<file path="config.mk">
export PLATFORM = sky130hd
export DESIGN_NAME = sdio_readwait_ctl
export DESIGN_NICKNAME = d
export VERILOG_FILES = /design/src/rtl/rwp_pkg.sv /design/src/rtl/rw_seq.sv /design/src/rtl/rw_cmd_gap.sv /design/src/rtl/rw_dat2_drv.sv /design/src/rtl/sdio_readwait_ctl.sv
export SDC_FILE = /design/constraint.sdc
export NUM_CORES = 1
export LEC_CHECK = 0
export CORE_MARGIN = 4
export CORE_UTILIZATION = 40
export CTS_CLUSTER_DIAMETER = 150
export DETAILED_ROUTE_END_ITERATION = 8
export GPL_TIMING_DRIVEN = 0
export HOLD_SLACK_MARGIN = 0.1
export PLACE_DENSITY = 0.67
export SLEW_MARGIN = 20
export SYNTH_ARGS = -nofsm -noshare
export SYNTH_HDL_FRONTEND = slang
export SYNTH_SLANG_ARGS = --single-unit
</file>
<file path="constraint.sdc">
create_clock -name clk -period 1.4 [get_ports clk]
set_input_delay 0.21 -clock clk [delete_from_list [all_inputs] [get_ports clk]]
set_output_delay 0.21 -clock clk [all_outputs]
set_load 0.02 [all_outputs]
</file>
<file path="src/rtl/rwp_pkg.sv">
package rwp_pkg;
  typedef enum logic [2:0] {
    ST_IDLE  = 3'd0,
    ST_XFER  = 3'd1,
    ST_WAITB = 3'd2,
    ST_PAUSE = 3'd3,
    ST_RELS  = 3'd4
  } rw_state_t;
endpackage

</file>
<file path="src/rtl/rw_seq.sv">
module rw_seq
  import rwp_pkg::*;
(
  input  logic      clk,
  input  logic      rst_n,
  input  logic      xfer_start,
  input  logic      xfer_done,
  input  logic      wide_bus,
  input  logic      blk_end,
  input  logic      rw_req,
  input  logic      rw_release,
  output rw_state_t state_o,
  output logic      mode_wide_o,
  output logic      rej_o,
  output logic      freeze_o
);
  rw_state_t st, st_nx;
  logic rej_nx;

  always_comb begin
    st_nx  = st;
    rej_nx = rej_o;
    unique case (st)
      ST_IDLE: begin
        if (xfer_start) begin
          st_nx  = ST_XFER;
          rej_nx = 1'b0;
        end else if (rw_req) begin
          rej_nx = 1'b1;
        end
      end
      ST_XFER: begin
        if (xfer_done) begin
          st_nx = ST_IDLE;
          if (rw_req) rej_nx = 1'b1;
        end else if (rw_req) begin
          rej_nx = 1'b0;
          st_nx  = blk_end ? ST_PAUSE : ST_WAITB;
        end
      end
      ST_WAITB: begin
        if (xfer_done) begin
          st_nx  = ST_IDLE;
          rej_nx = 1'b1;
        end else if (blk_end) begin
          st_nx = ST_PAUSE;
        end
      end
      ST_PAUSE: begin
        if (rw_release) st_nx = ST_RELS;
      end
      ST_RELS:  st_nx = ST_XFER;
      default:  st_nx = ST_IDLE;
    endcase
  end

  always_ff @(posedge clk) begin
    if (!rst_n) begin
      st          <= ST_IDLE;
      rej_o       <= 1'b0;
      mode_wide_o <= 1'b0;
    end else begin
      st    <= st_nx;
      rej_o <= rej_nx;
      if (st == ST_IDLE && xfer_start) mode_wide_o <= wide_bus;
    end
  end

  assign state_o  = st;
  assign freeze_o = (st == ST_PAUSE) || (st == ST_RELS);


  wait_hold_chk: assert property (@(posedge clk) disable iff (!rst_n)
    (st == ST_WAITB && !blk_end && !xfer_done) |=> (st == ST_WAITB));

  same_edge_pause_chk: assert property (@(posedge clk) disable iff (!rst_n)
    (st == ST_XFER && rw_req && blk_end && !xfer_done) |=> (st == ST_PAUSE));

  release_one_chk: assert property (@(posedge clk) disable iff (!rst_n)
    (st == ST_RELS) |=> (st == ST_XFER));

  done_in_wait_chk: assert property (@(posedge clk) disable iff (!rst_n)
    (st == ST_WAITB && xfer_done) |=> (st == ST_IDLE && rej_o));

  pause_hold_chk: assert property (@(posedge clk) disable iff (!rst_n)
    (st == ST_PAUSE && !rw_release) |=> (st == ST_PAUSE));
endmodule

</file>
<file path="src/rtl/rw_cmd_gap.sv">
module rw_cmd_gap #(
  parameter int GAP_MIN = 8
) (
  input  logic clk,
  input  logic rst_n,
  input  logic paused,
  input  logic cmd_issue,
  input  logic rsp_end,
  output logic cmd_ok
);
  localparam int CW = $clog2(GAP_MIN + 1);
  localparam logic [CW-1:0] GAP_TOP = CW'(GAP_MIN);

  logic [CW-1:0] gap_cnt;
  logic          busy;

  always_ff @(posedge clk) begin
    if (!rst_n) begin
      gap_cnt <= GAP_TOP;
      busy    <= 1'b0;
    end else begin
      if (cmd_issue || rsp_end) gap_cnt <= '0;
      else if (gap_cnt != GAP_TOP) gap_cnt <= gap_cnt + 1'b1;
      if (cmd_issue) busy <= 1'b1;
      else if (rsp_end) busy <= 1'b0;
    end
  end

  assign cmd_ok = paused && !busy && (gap_cnt == GAP_TOP);


  issue_block_chk: assert property (@(posedge clk) disable iff (!rst_n)
    cmd_issue |=> !cmd_ok);

  rsp_block_chk: assert property (@(posedge clk) disable iff (!rst_n)
    rsp_end |=> !cmd_ok);
endmodule

</file>
<file path="src/rtl/rw_dat2_drv.sv">
module rw_dat2_drv
  import rwp_pkg::*;
(
  input  logic      clk,
  input  logic      rst_n,
  input  rw_state_t st,
  input  logic      mode_wide,
  output logic      dat2_out,
  output logic      dat2_oe
);
  always_comb begin
    dat2_oe  = 1'b0;
    dat2_out = 1'b1;
    if (mode_wide) begin
      if (st == ST_PAUSE) begin
        dat2_oe  = 1'b1;
        dat2_out = 1'b0;
      end else if (st == ST_RELS) begin
        dat2_oe  = 1'b1;
        dat2_out = 1'b1;
      end
    end
  end


  release_float_chk: assert property (@(posedge clk) disable iff (!rst_n)
    (dat2_oe && dat2_out) |=> !dat2_oe);

  narrow_quiet_chk: assert property (@(posedge clk) disable iff (!rst_n)
    !mode_wide |-> !dat2_oe);
endmodule

</file>
<file path="src/rtl/sdio_readwait_ctl.sv">
module sdio_readwait_ctl
  import rwp_pkg::*;
#(
  parameter int GAP_MIN = 8
) (
  input  logic clk,
  input  logic rst_n,
  input  logic xfer_start,
  input  logic xfer_done,
  input  logic wide_bus,
  input  logic blk_end,
  input  logic rw_req,
  input  logic rw_release,
  input  logic cmd_issue,
  input  logic rsp_end,
  output logic freeze,
  output logic cmd_ok,
  output logic dat2_out,
  output logic dat2_oe,
  output logic rw_rej
);
  rw_state_t st;
  logic      mode_wide;

  rw_seq seq_i (
    .clk(clk), .rst_n(rst_n), .xfer_start(xfer_start), .xfer_done(xfer_done),
    .wide_bus(wide_bus), .blk_end(blk_end), .rw_req(rw_req),
    .rw_release(rw_release), .state_o(st), .mode_wide_o(mode_wide),
    .rej_o(rw_rej), .freeze_o(freeze)
  );

  rw_cmd_gap #(.GAP_MIN(GAP_MIN)) gap_i (
    .clk(clk), .rst_n(rst_n), .paused(st == ST_PAUSE),
    .cmd_issue(cmd_issue), .rsp_end(rsp_end), .cmd_ok(cmd_ok)
  );

  rw_dat2_drv drv_i (
    .clk(clk), .rst_n(rst_n), .st(st), .mode_wide(mode_wide),
    .dat2_out(dat2_out), .dat2_oe(dat2_oe)
  );


  low_means_frozen_chk: assert property (@(posedge clk) disable iff (!rst_n)
    (dat2_oe && !dat2_out) |-> freeze);

  cmd_needs_freeze_chk: assert property (@(posedge clk) disable iff (!rst_n)
    cmd_ok |-> freeze);
endmodule

</file>
==> reports/qor.log <==
qor: status.status complete, but fails checks
qor: status.violations setup timing
qor: global_route.grt_max_degree 11
qor: synth.synthesis.nets 78
qor: synth.synthAdderAreaFrac 4.28%
qor: sta.post-route-period-util 103%
qor: global_route.grtUsageMet1 18.6%
qor: clock_tree.cts_hold_repair.buffers 0
qor: sta.setup_slack -0.0424 ns
qor: global_route.global_route.peak_usage_layer met2
qor: layout.area_growth_syn_to_layout 46.0%
qor: route.dr.first_iter.drc_count 10
qor: global_route.number_of_global_route_vias_before_repair 499
qor: placement.io_buffer_count 14
qor: power.report.power.total 0.000704 W
qor: layout.net_count_final 103
qor: worst_setup_path.crit_path_start_kind flop
qor: clock_tree.tritoncts built
qor: floorplan.design.core.area 1330 um2
qor: floorplan.die_area 2140 um2
qor: layout.final_layout_size_suffix_gt1_share 35.6%
qor: route.avgRoutedWirePerCell 11.9 um
qor: sta.slew-limit-headroom 82.9%
qor: power.max-vdd-ir-drop 453 uV
qor: placement.gpl.final_weighted_congestion 0.698
qor: global_route.wire_length_of_the_first_global_routing_pass 2040 um
qor: synth.seq_area_frac_synth 34.3%
qor: synth.yosys.area.top_type_share 34.3%
qor: synth.synth_compound_gate_area_share 16.3%
qor: global_route.gr-usage-all-layers 13.6%
qor: floorplan.floorplan.die.height 46.2 um
qor: worst_setup_path.worst-setup-path-type reg -> out
qor: synth.synth-seq-cells 10
qor: power.power.density 825 nW/um2
qor: route.postRouteAntennaNets 0
qor: synth.synthDistinctLibCells 31
qor: run.drv_cap 0
qor: power.power_frac_seq 44.5%
qor: min_path.hold_path.class reg -> reg
qor: synth.synth_edf_count 0
qor: synth.synth.cell_area 584 um2
qor: layout.ff_latch_area 209 um2
qor: worst_setup_path.worst_setup_path_endpoint cmd_ok
qor: clock_tree.cts-buffers-inserted 3
qor: clock_tree.clockRootBuffer sky130_fd_sc_hd__clkbuf_4
qor: clock_tree.h-tree-depth 1
qor: global_route.groute.layer.met3.usage 2.34%
qor: synth.synthCells 66
qor: clock_tree.clk_pin_slew 0.07 ns
qor: worst_setup_path.reg2reg_depth 5
qor: layout.nFillCells 124
qor: synth.dominant_combinational_cell_family_by_area_after_synthesis simple AND/OR/NAND/NOR gates
qor: power.power.combinational.fraction 17.8%
qor: sta.final.min_clock_period 1.44 ns
qor: sta.tightestPinTransition 0.256 ns
qor: global_route.globalRoute.totalOverflow 0
qor: synth.post_synth_xor_area_fraction 4.50%
qor: synth.netlist.top_cell.by_area sky130_fd_sc_hd__dfxtp_1
qor: sta.final_max_slew_viol_count 0
qor: route.vias_per_cell 4.80
qor: synth.syn_avg_cell_area 8.85 um2
qor: floorplan.top_level_ports 15
qor: floorplan.floorplan.rows 13
qor: power.total_leakage_power 0.365 nW
qor: worst_setup_path.crit_fanout 2
qor: power.power.clock.fraction 37.7%
qor: sta.timing.hold.ws 0.514 ns
qor: global_route.grt_antenna_before_repair 0
qor: sta.setup_violations 1
qor: clock_tree.clock-sinks 10
qor: worst_setup_path.reg2reg_from seq_i.state_o[1]
qor: worst_setup_path.worst_ep_required_time 1.19 ns
qor: clock_tree.worst_skew_pair.late_latency 0.26 ns
qor: synth.synth-main-ff-cell sky130_fd_sc_hd__dfxtp_1
qor: power.power_switching 0.000177 W
qor: floorplan.initial_utilization 43.8%
qor: sta.grt_setup_unrepaired yes
qor: sta.timing.clock.skew 0.00125 ns
qor: worst_setup_path.worstReg2RegEnd seq_i.state_o[1]
qor: synth.number_of_warning_messages_in_the_yosys_log 0
qor: worst_setup_path.crit_start gap_i.gap_cnt[0]
qor: sta.achievable-frequency 693 MHz
qor: synth.netlist_top_cells_area sky130_fd_sc_hd__dfxtp_1, sky130_fd_sc_hd__nor2_1, sky130_fd_sc_hd__nor3b_1, sky130_fd_sc_hd__ha_1, sky130_fd_sc_hd__buf_6
qor: route.vias 504
qor: power.cell_internal_pwr 0.000527 W
qor: worst_setup_path.timing.critical_path.to_type output pin
qor: route.dr.pass1.iters 4
qor: worst_setup_path.internal_reg_to_reg_setup_slack 0.21 ns
qor: power.power.share.switching 25.1%
qor: synth.postSynth.asyncResetShare 0%
qor: layout.antenna_cells_inserted 0
qor: clock_tree.cts_buffer_depth 2
qor: placement.pre_cts_ws -0.370 ns
qor: synth.synth_simple_gate_area_share 31.3%
qor: route.routed_wirelength 1250 um
qor: sta.report.final.hold_viol_count 0
qor: global_route.grt_util_met2 19.2%
qor: placement.dp_hpwl 870 um
qor: route.drc 0
qor: synth.yosys-mux-area-fraction 1.71%
qor: worst_setup_path.timing.critical_path.arrival 1.23 ns
qor: layout.multi_input_comb_area 375 um2
qor: floorplan.die_wd 46.2 um
state kept, by name, summed over array words and instances, names as in the netlist:
signal             cells
seq_i.mode_wide_o      1
gap_i.busy             1
seq_i.state_o          3
seq_i.rej_o            1
gap_i.gap_cnt          4
layer usage:
metal	wire length, um	vias up
met5	0	-
li1	-	274
met2	509	13
met1	663	215
met4	12	0
met3	65	2
critical path, cell delays in order, from the launching register on:
cell and delay (ns):
sky130_fd_sc_hd__dfxtp_2 0.33, sky130_fd_sc_hd__inv_2 0.07, sky130_fd_sc_hd__ha_4 0.12, sky130_fd_sc_hd__nand3b_1 0.11
sky130_fd_sc_hd__nor4_2 0.16, sky130_fd_sc_hd__buf_4 0.18
synth_stat cells (2+ instances only):
cell type                  count
sky130_fd_sc_hd__o22ai_1       2
sky130_fd_sc_hd__inv_1         4
sky130_fd_sc_hd__xnor2_1       2
sky130_fd_sc_hd__nor2b_1       2
sky130_fd_sc_hd__ha_1          2
sky130_fd_sc_hd__nand2_1       5
sky130_fd_sc_hd__dfxtp_1      10
sky130_fd_sc_hd__nand2b_1      2
sky130_fd_sc_hd__nor2_1        9
sky130_fd_sc_hd__buf_6         2
sky130_fd_sc_hd__nor3b_1       4
sky130_fd_sc_hd__o21ai_0       3
per-stage QoR:
stage,util [%],instances,cell area [um2],TNS (ns)
after CTS,63.1,104,842,-0.145
final,64.0,105,853,-0.0424
after global routing,64.0,105,853,-0.181
after detailed placement,56.2,95,749,-1.20
after global placement,56.2,95,749,-1.19
after floorplan,-,66,591,0
final cells by class:
class	count	share of cell area [%]
Buffer	1	1.32
Clock buffer	4	4.25
Sequential cell	10	24.5
Multi-Input combinational cell	49	44.0
Tap cell	15	2.20
Timing Repair Buffer	22	22.0
Inverter	4	1.76
timing repair:
action / 4_1_cts / 5_1_grt
gates resized for setup: 33 / 4
pin swaps: 0 / 2
endpoints found under the setup margin: 5 / 3
setup buffers: 5 / 3
power groups by stage:
stage	registers, W	logic (W)	clock network (W)
final	0.000313	0.000125	0.000265
after global routing	0.000315	0.000136	0.000285
after detailed placement	0.000313	0.000126	0
after CTS	0.000306	0.000140	0.000276
after floorplan	0.000315	0.0000728	0
after global placement	0.000313	0.000125	0
cell usage in the layout, fill, tap and decap left out, types with 2 or more instances in the layout:
cell	n
sky130_fd_sc_hd__o21ai_0	3
sky130_fd_sc_hd__nand2_1	4
sky130_fd_sc_hd__dfxtp_1	5
sky130_fd_sc_hd__buf_6	2
sky130_fd_sc_hd__nor3b_1	4
sky130_fd_sc_hd__o22ai_1	2
sky130_fd_sc_hd__buf_2	2
sky130_fd_sc_hd__nand2b_1	2
sky130_fd_sc_hd__clkdlybuf4s50_1	9
sky130_fd_sc_hd__xnor2_1	2
sky130_fd_sc_hd__buf_4	9
sky130_fd_sc_hd__clkbuf_4	3
sky130_fd_sc_hd__nor2_1	8
sky130_fd_sc_hd__dfxtp_2	4
sky130_fd_sc_hd__nor2b_1	2
sky130_fd_sc_hd__inv_2	2
sky130_fd_sc_hd__inv_1	2
cell families after synthesis:
family | Yosys count
mux | 1
buf+inv | 7
fa+ha+maj | 2
simple gates | 30
compound gates | 13
flops | 10
xor+xnor | 3
how the worst min path moves through the flow:
stage          slack [ns]  cells past startpoint                to   startpoint
2_1_floorplan        0.28                      1  gap_i.gap_cnt[3]        rst_n
3_3_place_gp         0.50                      1       seq_i.rej_o  seq_i.rej_o
3_5_place_dp         0.51                      1       seq_i.rej_o  seq_i.rej_o
4_1_cts              0.52                      1       seq_i.rej_o  seq_i.rej_o
5_1_grt              0.55                      1       seq_i.rej_o  seq_i.rej_o
6_report             0.51                      1       seq_i.rej_o  seq_i.rej_o
No activity file was read; power rests on OpenSTA's default activity.
